<file path="src/rtl/spi_stat_reg.sv">
module spi_stat_reg (
  input  logic        clk,
  input  logic        rst_n,
  input  logic        reg_wr,
  input  logic [15:0] reg_wdata,
  output logic [15:0] reg_rdata,
  input  logic        go,
  input  logic        cyc_cmplt,
  input  logic        blk_evt,
  input  logic        prog_wr,
  input  logic        poll_done,
  input  logic        smi_en,
  output logic        smi_req,
  output logic        cfg_lock
);

  logic lock_q, blk_q, done_q, busy_q, poll_q;

  wire start    = go && !busy_q;
  wire finish   = busy_q && !poll_q && cyc_cmplt;
  wire poll_end = poll_q && poll_done;
  wire blk_set  = blk_evt || (busy_q && (prog_wr || go));
  wire done_set = finish || poll_end;
  wire blk_clr  = reg_wr && reg_wdata[3];
  wire done_clr = reg_wr && reg_wdata[2];

  logic unused_wbits;
  assign unused_wbits = ^{reg_wdata[14:4], reg_wdata[1:0]};

  always_ff @(posedge clk or negedge rst_n) begin
    if (!rst_n) begin
      lock_q <= 1'b0;
      blk_q  <= 1'b0;
      done_q <= 1'b0;
      busy_q <= 1'b1;
      poll_q <= 1'b1;
    end else begin
      if (reg_wr && reg_wdata[15]) lock_q <= 1'b1;
      if (blk_set)                 blk_q  <= 1'b1;
      else if (blk_clr)            blk_q  <= 1'b0;
      if (done_set)                done_q <= 1'b1;
      else if (done_clr)           done_q <= 1'b0;
      if (poll_end || finish)      busy_q <= 1'b0;
      else if (start)              busy_q <= 1'b1;
      if (poll_end)                poll_q <= 1'b0;
    end
  end

  assign reg_rdata = {lock_q, 11'b0, blk_q, done_q, 1'b0, busy_q};
  assign smi_req   = done_q && smi_en;
  assign cfg_lock  = lock_q;

endmodule


</file>
<file path="config.mk">
export PLATFORM = sky130hd
export DESIGN_NAME = spi_stat_reg
export DESIGN_NICKNAME = d
export VERILOG_FILES = /design/src/rtl/spi_stat_reg.sv
export SDC_FILE = /design/constraint.sdc
export NUM_CORES = 1
export LEC_CHECK = 0
export BUFFER_PORTS_ARGS = -buffer_cell sky130_fd_sc_hd__buf_2
export CAP_MARGIN = 10
export CORE_AREA = 2 2 39 41
export DETAILED_ROUTE_END_ITERATION = 7
export DIE_AREA = 0 0 41 43
export GPL_ROUTABILITY_DRIVEN = 0
export PLACE_DENSITY = 0.65
export SLEW_MARGIN = 20
export SYNTH_ARGS = -nofsm -noshare
export SYNTH_HDL_FRONTEND = slang
export SYNTH_SLANG_ARGS = --single-unit
</file>
<file path="constraint.sdc">
create_clock -name clk -period 1.3 [get_ports clk]
set_input_delay 0.13 -clock clk [delete_from_list [all_inputs] [get_ports clk]]
set_output_delay 0.13 -clock clk [all_outputs]
set_load 0.1 [all_outputs]
</file>
==> flow_summary.toml, run 1 <==
[outcome]
run_status = "completed"

[sta]
rsz0062_at_grt = "no"
finalMaxSlewViolations = 0
fin_skew_ns = 0.0005097
fmax_mhz = 863.2
min_period_ns = 1.158
hold_violations = 0
final.setup.tns_ns = 0
fin_crit_sh_pct = 89.11
setup_viol = 0

[place]
hpwl_um = 436.1
numPortBuffers = 17

[layout]
syn2layout_area_growth_pct = 28.85
drive_above_1_share_pct = 46.00
final_util_pct = 30.29
fin_nets = 76
fill_cells = 155
n_antenna_cell = 0

[logic_synthesis]
yosysTopAreaCell = "buf_4"
synth_top_area_share_pct = 36.92
yosysUniqueCellTypes = 14
syn_area_um2 = 325.3
yosysWarnings = 0
synthTopCellsByArea = "buf_4, dfrtp_1, dfstp_2"
ys_ff_latch = 5
postSynthAreaPerCell_um2 = 9.858
synthCells = 33
synth-seq-area-share_pct = 39.23

[clocking]
numCtsBuffers = 3
cts_max_path_buffers = 2
clockRootBuffer = "clkbuf_4"
insertion_delay_ns = 0.24
ctsResizeCount = 0
clk_pin_slew_ns = 0.04
cts-htree-levels = 1
cts_sinks = 5
cts_tree = "built"

[setup_path]
path_max_fanout = 3
crit_path_start = "done_q$_DFFE_PN0P_"
worstPathRequired_ns = 1.17
cp.arrival_ns = 1.03
worstSetupStartpointType = "flip-flop"
cp_slowest_cell = "buf_2"
endpoint_kind = "primary output"
endpoint = "reg_rdata[2]"
crit_type = "reg2out"
reg2reg_depth = 2
path_cells = "buf_2"
cp_num_cells = 1
max_stage_delay_ns = 0.43
crit_buf_inv = 1
cp_top_family = "buffers and inverters"
rr_startpoint = "poll_q$_DFFE_PN1P_"
reg2reg_to = "done_q$_DFFE_PN0P_"
r2r_setup_slack_ns = 0.20

[floorplan]
die_w_um = 41
row_count = 14
initial_core_util_pct = 23.51
fp.dieH_um = 43
io-pin-count = 43
coreArea_um2 = 1384
die_area_um2 = 1763

[route]
vias_per_cell = 3.515
drtIter0Drc = 0
vias = 232
post-route-drc-count = 0
final_antenna_net_count = 0
wirelength_um = 530
drt-wirelength-per-cell_um = 8.030
drtPass1Iterations = 1

[min_path]
min_path_type = "in2reg"

[global_routing]
grt.total_usage_pct = 6.143
grt_pass1_wl_um = 641
grt_remaining_overflow = 0
grt_max_degree = 6
antenna_found_initial = 0
grt_pass1_vias = 177

[power_and_ir_drop]
ir_drop_mv = 0.3073
power_density_nw_per_um2 = 1709
leakage_nw = 0.2077

[run]
cap_violations = 0
[Yosys cell counts]
library cell	instances
nor2b_1	1
and3b_1	1
a21o_1	1
nand2_1	2
o21a_1	1
buf_4	16
a221o_1	1
a211o_1	1
a211oi_1	1
dfstp_2	2
and2_1	1
dfrtp_1	3
conb_1	1
nor2_1	1
[power by group]
part,switching (W),internal [W]
clock network,0.0000649,0.000116
logic,0.000289,0.0000635
registers,0.0000111,0.000172
[cells by family after synthesis]
group	after synthesis	synth area share, %
simple gates	6	10.00
other cells	1	1.153
buf+inv	16	36.92
flops	5	39.23
compound gates	5	12.70
[repair_timing]
item / 4_1_cts / 5_1_grt
setup buffers: 0 / 0
hold buffers: 1 / 0
endpoints found under the hold margin: 5 / 0
setup endpoints to repair: 0 / 0
[area by class of cell]
cell class | instances | area, µm² | share of cell area, %
repair buffers | 18 | 125.1 | 29.85
well taps | 16 | 20.02 | 4.776
clock buffers | 4 | 26.28 | 6.269
flip-flops and latches | 5 | 128.9 | 30.75
multi-input cells | 23 | 118.9 | 28.36
[flip-flops by register name, summed over array words and instances (netlist names)]
signal,flops
blk_q,1
cfg_lock,1
busy_q,1
done_q,1
poll_q,1
[how the worst min path moves through the flow]
stage / endpoint / slack [ns] / from / cells past startpoint
floorplan: blk_q$_DFFE_PN0P_ / -0.17 / rst_n / 0
detailed placement: blk_q$_DFFE_PN0P_ / -0.05 / rst_n / 1
global route: poll_q$_DFFE_PN1P_ / 0.02 / poll_done / 2
global placement: done_q$_DFFE_PN0P_ / -0.05 / rst_n / 1
finish: poll_q$_DFFE_PN1P_ / 0.03 / poll_done / 2
CTS: poll_q$_DFFE_PN1P_ / 0.03 / poll_done / 2
[per-stage QoR]
| step | area (µm²) | worst slack [ns] | hold WS [ns] | total power [W] | std cells |
|---|---|---|---|---|---|
| after floorplan | 367.9 | 0.08111 | -0.1656 | 0.0005107 | 44 |
| after global placement | 382.9 | 0.2150 | -0.04958 | 0.0005343 | 61 |
| after detailed placement | 382.9 | 0.2070 | -0.05256 | 0.0005366 | 61 |
| after CTS | 419.2 | 0.1350 | 0.02892 | 0.0007269 | 66 |
| after global routing | 419.2 | 0.08792 | 0.02145 | 0.0007544 | 66 |
| final | 419.2 | 0.1415 | 0.03444 | 0.0007165 | 66 |
[layout by cell type (no fill, tap or decap)]
cell type	Yosys	layout
dfrtp_1	3	2
and3b_1	1	1
o21a_1	1	1
dfstp_2	2	2
clkbuf_4	0	3
dfrtp_2	0	1
nor2b_1	1	1
a211oi_1	1	1
nand2_1	2	2
a221o_1	1	1
nor2_1	1	1
dlygate4sd3_1	0	1
conb_1	1	12
buf_12	0	2
a21o_1	1	1
and2_1	1	1
buf_2	0	15
a211o_1	1	1
clkbuf_1	0	1
[routing by layer]
metal / vias up / track usage [%] / share of wire, %
li1: 114 / - / -
met1: 94 / 4.545 / 32
met2: 22 / 8.750 / 44
met3: 2 / 3.665 / 21
met4: 0 / 8.000 / 2.8
met5: - / 0 / 0
Power figures use the tool's default switching activity.
==> inputs of run 2 (changes only) <==
- ABC_CLOCK_PERIOD_IN_PS: default -> 1300
- BUFFER_PORTS_ARGS: -buffer_cell sky130_fd_sc_hd__buf_2 -> -buffer_cell sky130_fd_sc_hd__buf_4
==> run 2 against run 1 <==
- non-clock buffer count did not move
- highest routed layer is now met3
- utilization is 0.90 points higher
- clock-buffer cell count did not move
- critical path type unchanged
- largest cell class is now non-clock buffers
==> flow_summary.toml, run 2 (synthesis results as in run 1) <==
[setup_path]
worstSetupStartpointType = "flip-flop"
crit_type = "reg2out"
r2r_setup_slack_ns = 0.20
crit_path_start = "busy_q$_DFFE_PN1P_"
crit_buf_inv = 1
worstPathRequired_ns = 1.17
cp_slowest_cell = "dfstp_2"
path_cells = "buf_4"
cp_top_family = "flip-flops"
rr_startpoint = "poll_q$_DFFE_PN1P_"
endpoint_kind = "primary output"
reg2reg_depth = 2
cp.arrival_ns = 1.07
max_stage_delay_ns = 0.54
path_max_fanout = 4
endpoint = "reg_rdata[0]"
cp_num_cells = 1
reg2reg_to = "done_q$_DFFE_PN0P_"

[global_routing]
antenna_found_initial = 0
grt.total_usage_pct = 5.740
grt_pass1_vias = 205
grt_pass1_wl_um = 655
grt_remaining_overflow = 0
grt_max_degree = 6

[floorplan]
row_count = 14
coreArea_um2 = 1384
die_area_um2 = 1763
io-pin-count = 43
die_w_um = 41
initial_core_util_pct = 23.51
fp.dieH_um = 43

[clocking]
cts_max_path_buffers = 2
cts_tree = "built"
insertion_delay_ns = 0.24
clockRootBuffer = "clkbuf_4"
ctsResizeCount = 0
cts-htree-levels = 1
numCtsBuffers = 3
cts_sinks = 5
post_cts_buffers = 0
clk_pin_slew_ns = 0.04
ctsHoldBuffers = 1

[sta]
fin_skew_ns = 0.001603
fin_crit_sh_pct = 92.13
hold_violations = 0
min_period_ns = 1.198
finalMaxSlewViolations = 0
rsz0062_at_grt = "no"
final.setup.tns_ns = 0
fmax_mhz = 835.0
setup_viol = 0

[route]
post-route-drc-count = 0
wl_met1_um = 171
drtIter0Drc = 4
routed-wl-met3_um = 103
top_layer_used = "met3"
wirelength_um = 559
wl_met2_um = 284
drt-wirelength-per-cell_um = 8.470
final_antenna_net_count = 0
drtPass1Iterations = 3
vias_per_cell = 3.606
vias = 238

[layout]
final_common_cell = "buf_4"
fin_nets = 76
drive_above_1_share_pct = 46.00
n_antenna_cell = 0
fill_cells = 148
finalNonFillerCells = 66
syn2layout_area_growth_pct = 32.69
final_cell_mix = "buf_4, conb_1, clkbuf_4"

[min_path]
min_path_type = "in2reg"

[run]
cap_violations = 0

[outcome]
run_status = "completed"

[place]
hpwl_um = 479.8
numPortBuffers = 17
place_inst = 61

[power_and_ir_drop]
leakage_nw = 0.2151
ir_drop_mv = 0.4168
power_density_nw_per_um2 = 1617
finalPower_w = 0.0006982
[run 2: cell types whose count changed in the layout (fill, tap and decap cells not counted)]
cell and delta:
buf_12 -2, buf_4 +17, buf_2 -15
[run 2: through the flow]
stage          hold WS, ns  area, µm²  worst slack [ns]  util, %
3_5_place_dp      -0.06357      395.4            0.2111    28.57
6_report           0.02743      431.7            0.1024    31.19
4_1_cts            0.01873      431.7           0.08888    31.19
2_1_floorplan      -0.1656      367.9           0.08111        -
3_3_place_gp      -0.06547      395.4            0.2098    28.57
5_1_grt            0.02778      431.7           0.07194    31.19
[run 2: worst register-to-register path, cell delays in order (launching register included)]
cell and delay (ns):
dfstp_2 0.54, and3b_1 0.19, a221o_1 0.25
[run 2: layer usage]
layer	up-vias	GRT usage, %
met2	20	10.31
met4	0	6.000
met5	-	0
li1	115	-
met3	0	1.571
met1	103	3.896
[run 2: worst min path at each step]
stage                          from                 end  depth (start not counted)
after floorplan               rst_n   blk_q$_DFFE_PN0P_                          0
after global placement        rst_n  done_q$_DFFE_PN0P_                          1
after detailed placement      rst_n  done_q$_DFFE_PN0P_                          1
after CTS                 poll_done  poll_q$_DFFE_PN1P_                          2
after global routing      poll_done  poll_q$_DFFE_PN1P_                          2
final                     poll_done  poll_q$_DFFE_PN1P_                          2
[run 2: area by class of cell]
type,count,area (µm²),area share (%)
clock buffer,4,26.28,6.087
multi-input combinational,23,118.9,27.54
sequential,5,128.9,29.86
tap,16,20.02,4.638
timing repair buffer,18,137.6,31.88
[run 2: power breakdown]
group	switching [W]	internal [W]	total (W)	leakage, nW
registers	0.00000874	0.000172	0.000180	0.0497
logic	0.000288	0.0000558	0.000343	0.150
clock network	0.0000587	0.000116	0.000174	0.0150
total	0.000355	0.000343	0.000698	0.215
==> inputs of run 3 (changes only) <==
- RECOVER_POWER: default -> 100
==> run 3 against run 2 <==
- hold slack gained 0.0053 ns
- sequential share of layout area grew 0.98 points
- die area is the same
- largest cell class is now registers
- first-iteration DRC count is the same
- flip-flop and latch count is the same
- critical path depth is the same
==> flow_summary.toml, run 3 (synthesis results as in run 1) <==
[layout]
final_common_cell = "conb_1"
fin_nets = 76
design_area_um2 = 417.9
n_antenna_cell = 0
final_cell_mix = "conb_1, buf_4, clkbuf_4"
drive_above_1_share_pct = 40.00
finalNonFillerCells = 66
syn2layout_area_growth_pct = 28.46
fill_cells = 154

[clocking]
ctsResizeCount = 0
cts_tree = "built"
cts_max_path_buffers = 2
clockRootBuffer = "clkbuf_4"
insertion_delay_ns = 0.24
cts_sinks = 5
cts-htree-levels = 1
post_cts_buffers = 0
clk_pin_slew_ns = 0.04
numCtsBuffers = 3

[global_routing]
grt.total_usage_pct = 5.740
grt_max_degree = 6
grt_pass1_vias = 205
antenna_found_initial = 0
grt_pass1_wl_um = 655
grt_remaining_overflow = 0

[place]
place_ws_ns = 0.2111
hpwl_um = 479.8
numPortBuffers = 17
placed_area_um2 = 395.4
place_inst = 61

[setup_path]
cp_top_family = "flip-flops"
crit_type = "reg2out"
max_stage_delay_ns = 0.55
path_cells = "buf_4"
r2r_setup_slack_ns = 0.19
cp.arrival_ns = 1.09
rr_startpoint = "poll_q$_DFFE_PN1P_"
reg2reg_depth = 2
reg2reg_to = "done_q$_DFFE_PN0P_"
path_max_fanout = 4
worstSetupStartpointType = "flip-flop"
endpoint_kind = "primary output"
crit_buf_inv = 1
cp_slowest_cell = "dfstp_1"
worstPathRequired_ns = 1.17

[sta]
finalMaxSlewViolations = 0
tightest_slew_ns = 0.5445
final.setup.tns_ns = 0
fin_skew_ns = 0.001428
fin_crit_sh_pct = 94.05
fmax_mhz = 817.9
rsz0062_at_grt = "no"
fin_ws_ns = 0.07733
slew_headroom_pct = 63.86
hold_violations = 0
setup_viol = 0
min_period_ns = 1.223

[route]
vias_per_cell = 3.606
vias = 238
wirelength_um = 554
drtPass1Iterations = 4
drt-wirelength-per-cell_um = 8.394
post-route-drc-count = 0
drtIter0Drc = 4
final_antenna_net_count = 0

[power_and_ir_drop]
finalPower_w = 0.0006892
ir_drop_mv = 0.4109
power_density_nw_per_um2 = 1649
leakage_nw = 0.2068

[floorplan]
initial_core_util_pct = 23.51
die_w_um = 41
io-pin-count = 43
coreArea_um2 = 1384
row_count = 14
die_area_um2 = 1763
fp.dieH_um = 43

[min_path]
hold_path_end = "poll_q$_DFFE_PN1P_"
min_path_type = "in2reg"
holdPathStages = 2
worstHoldStart = "poll_done"

[outcome]
run_status = "completed"

[run]
cap_violations = 0
==> run 3: cell count changes in the layout (fill, tap and decap cells not counted) <==
cell,change
clkbuf_1,+1
clkbuf_2,+2
dfstp_2,-2
dfstp_1,+2
buf_4,-6
clkbuf_4,+1
buf_2,+2
==> run 3: cell type report <==
class / count / area, µm² / share of cell area [%]
clock buffers: 4 / 26.28 / 6.287
well taps: 16 / 20.02 / 4.790
flip-flops and latches: 5 / 128.9 / 30.84
multi-input cells: 23 / 118.9 / 28.44
repair buffers: 18 / 123.9 / 29.64
==> run 3: per-stage QoR <==
step,utilization [%],hold WS [ns]
after global placement,28.57,-0.06547
final,30.20,0.03273
after detailed placement,28.57,-0.06357
after global routing,30.20,0.03310
after floorplan,-,-0.1656
after CTS,31.19,0.01873
==> run 3: how the worst max path moves through the flow <==
stage | start | endpoint | slack (ns) | depth (start not counted)
floorplan | done_q$_DFFE_PN0P_ | smi_req | 0.08 | 1
global placement | poll_q$_DFFE_PN1P_ | done_q$_DFFE_PN0P_ | 0.21 | 2
detailed placement | poll_q$_DFFE_PN1P_ | done_q$_DFFE_PN0P_ | 0.21 | 2
CTS | busy_q$_DFFE_PN1P_ | reg_rdata[0] | 0.09 | 1
global route | busy_q$_DFFE_PN1P_ | reg_rdata[0] | 0.04 | 1
finish | busy_q$_DFFE_PN1P_ | reg_rdata[0] | 0.08 | 1
==> run 3: what timing repair did <==
| action | 4_1_cts | 5_1_grt |
|---|---|---|
| hold buffers | 1 | 0 |
| hold endpoints to repair | 5 | 0 |
| endpoints found under the setup margin | 0 | 0 |
==> run 3: per-layer routing <==
metal	track usage, %	vias up	routed length [µm]
met1	3.896	101	161
met4	6.000	0	0
li1	-	115	-
met3	1.571	0	110
met2	10.31	22	282
met5	0	-	0
==> run 3: power breakdown <==
group | internal, W | switching (W) | total (W)
combinational | 0.0000497 | 0.000287 | 0.000337
sequential | 0.000170 | 0.00000861 | 0.000178
clock | 0.000116 | 0.0000581 | 0.000174
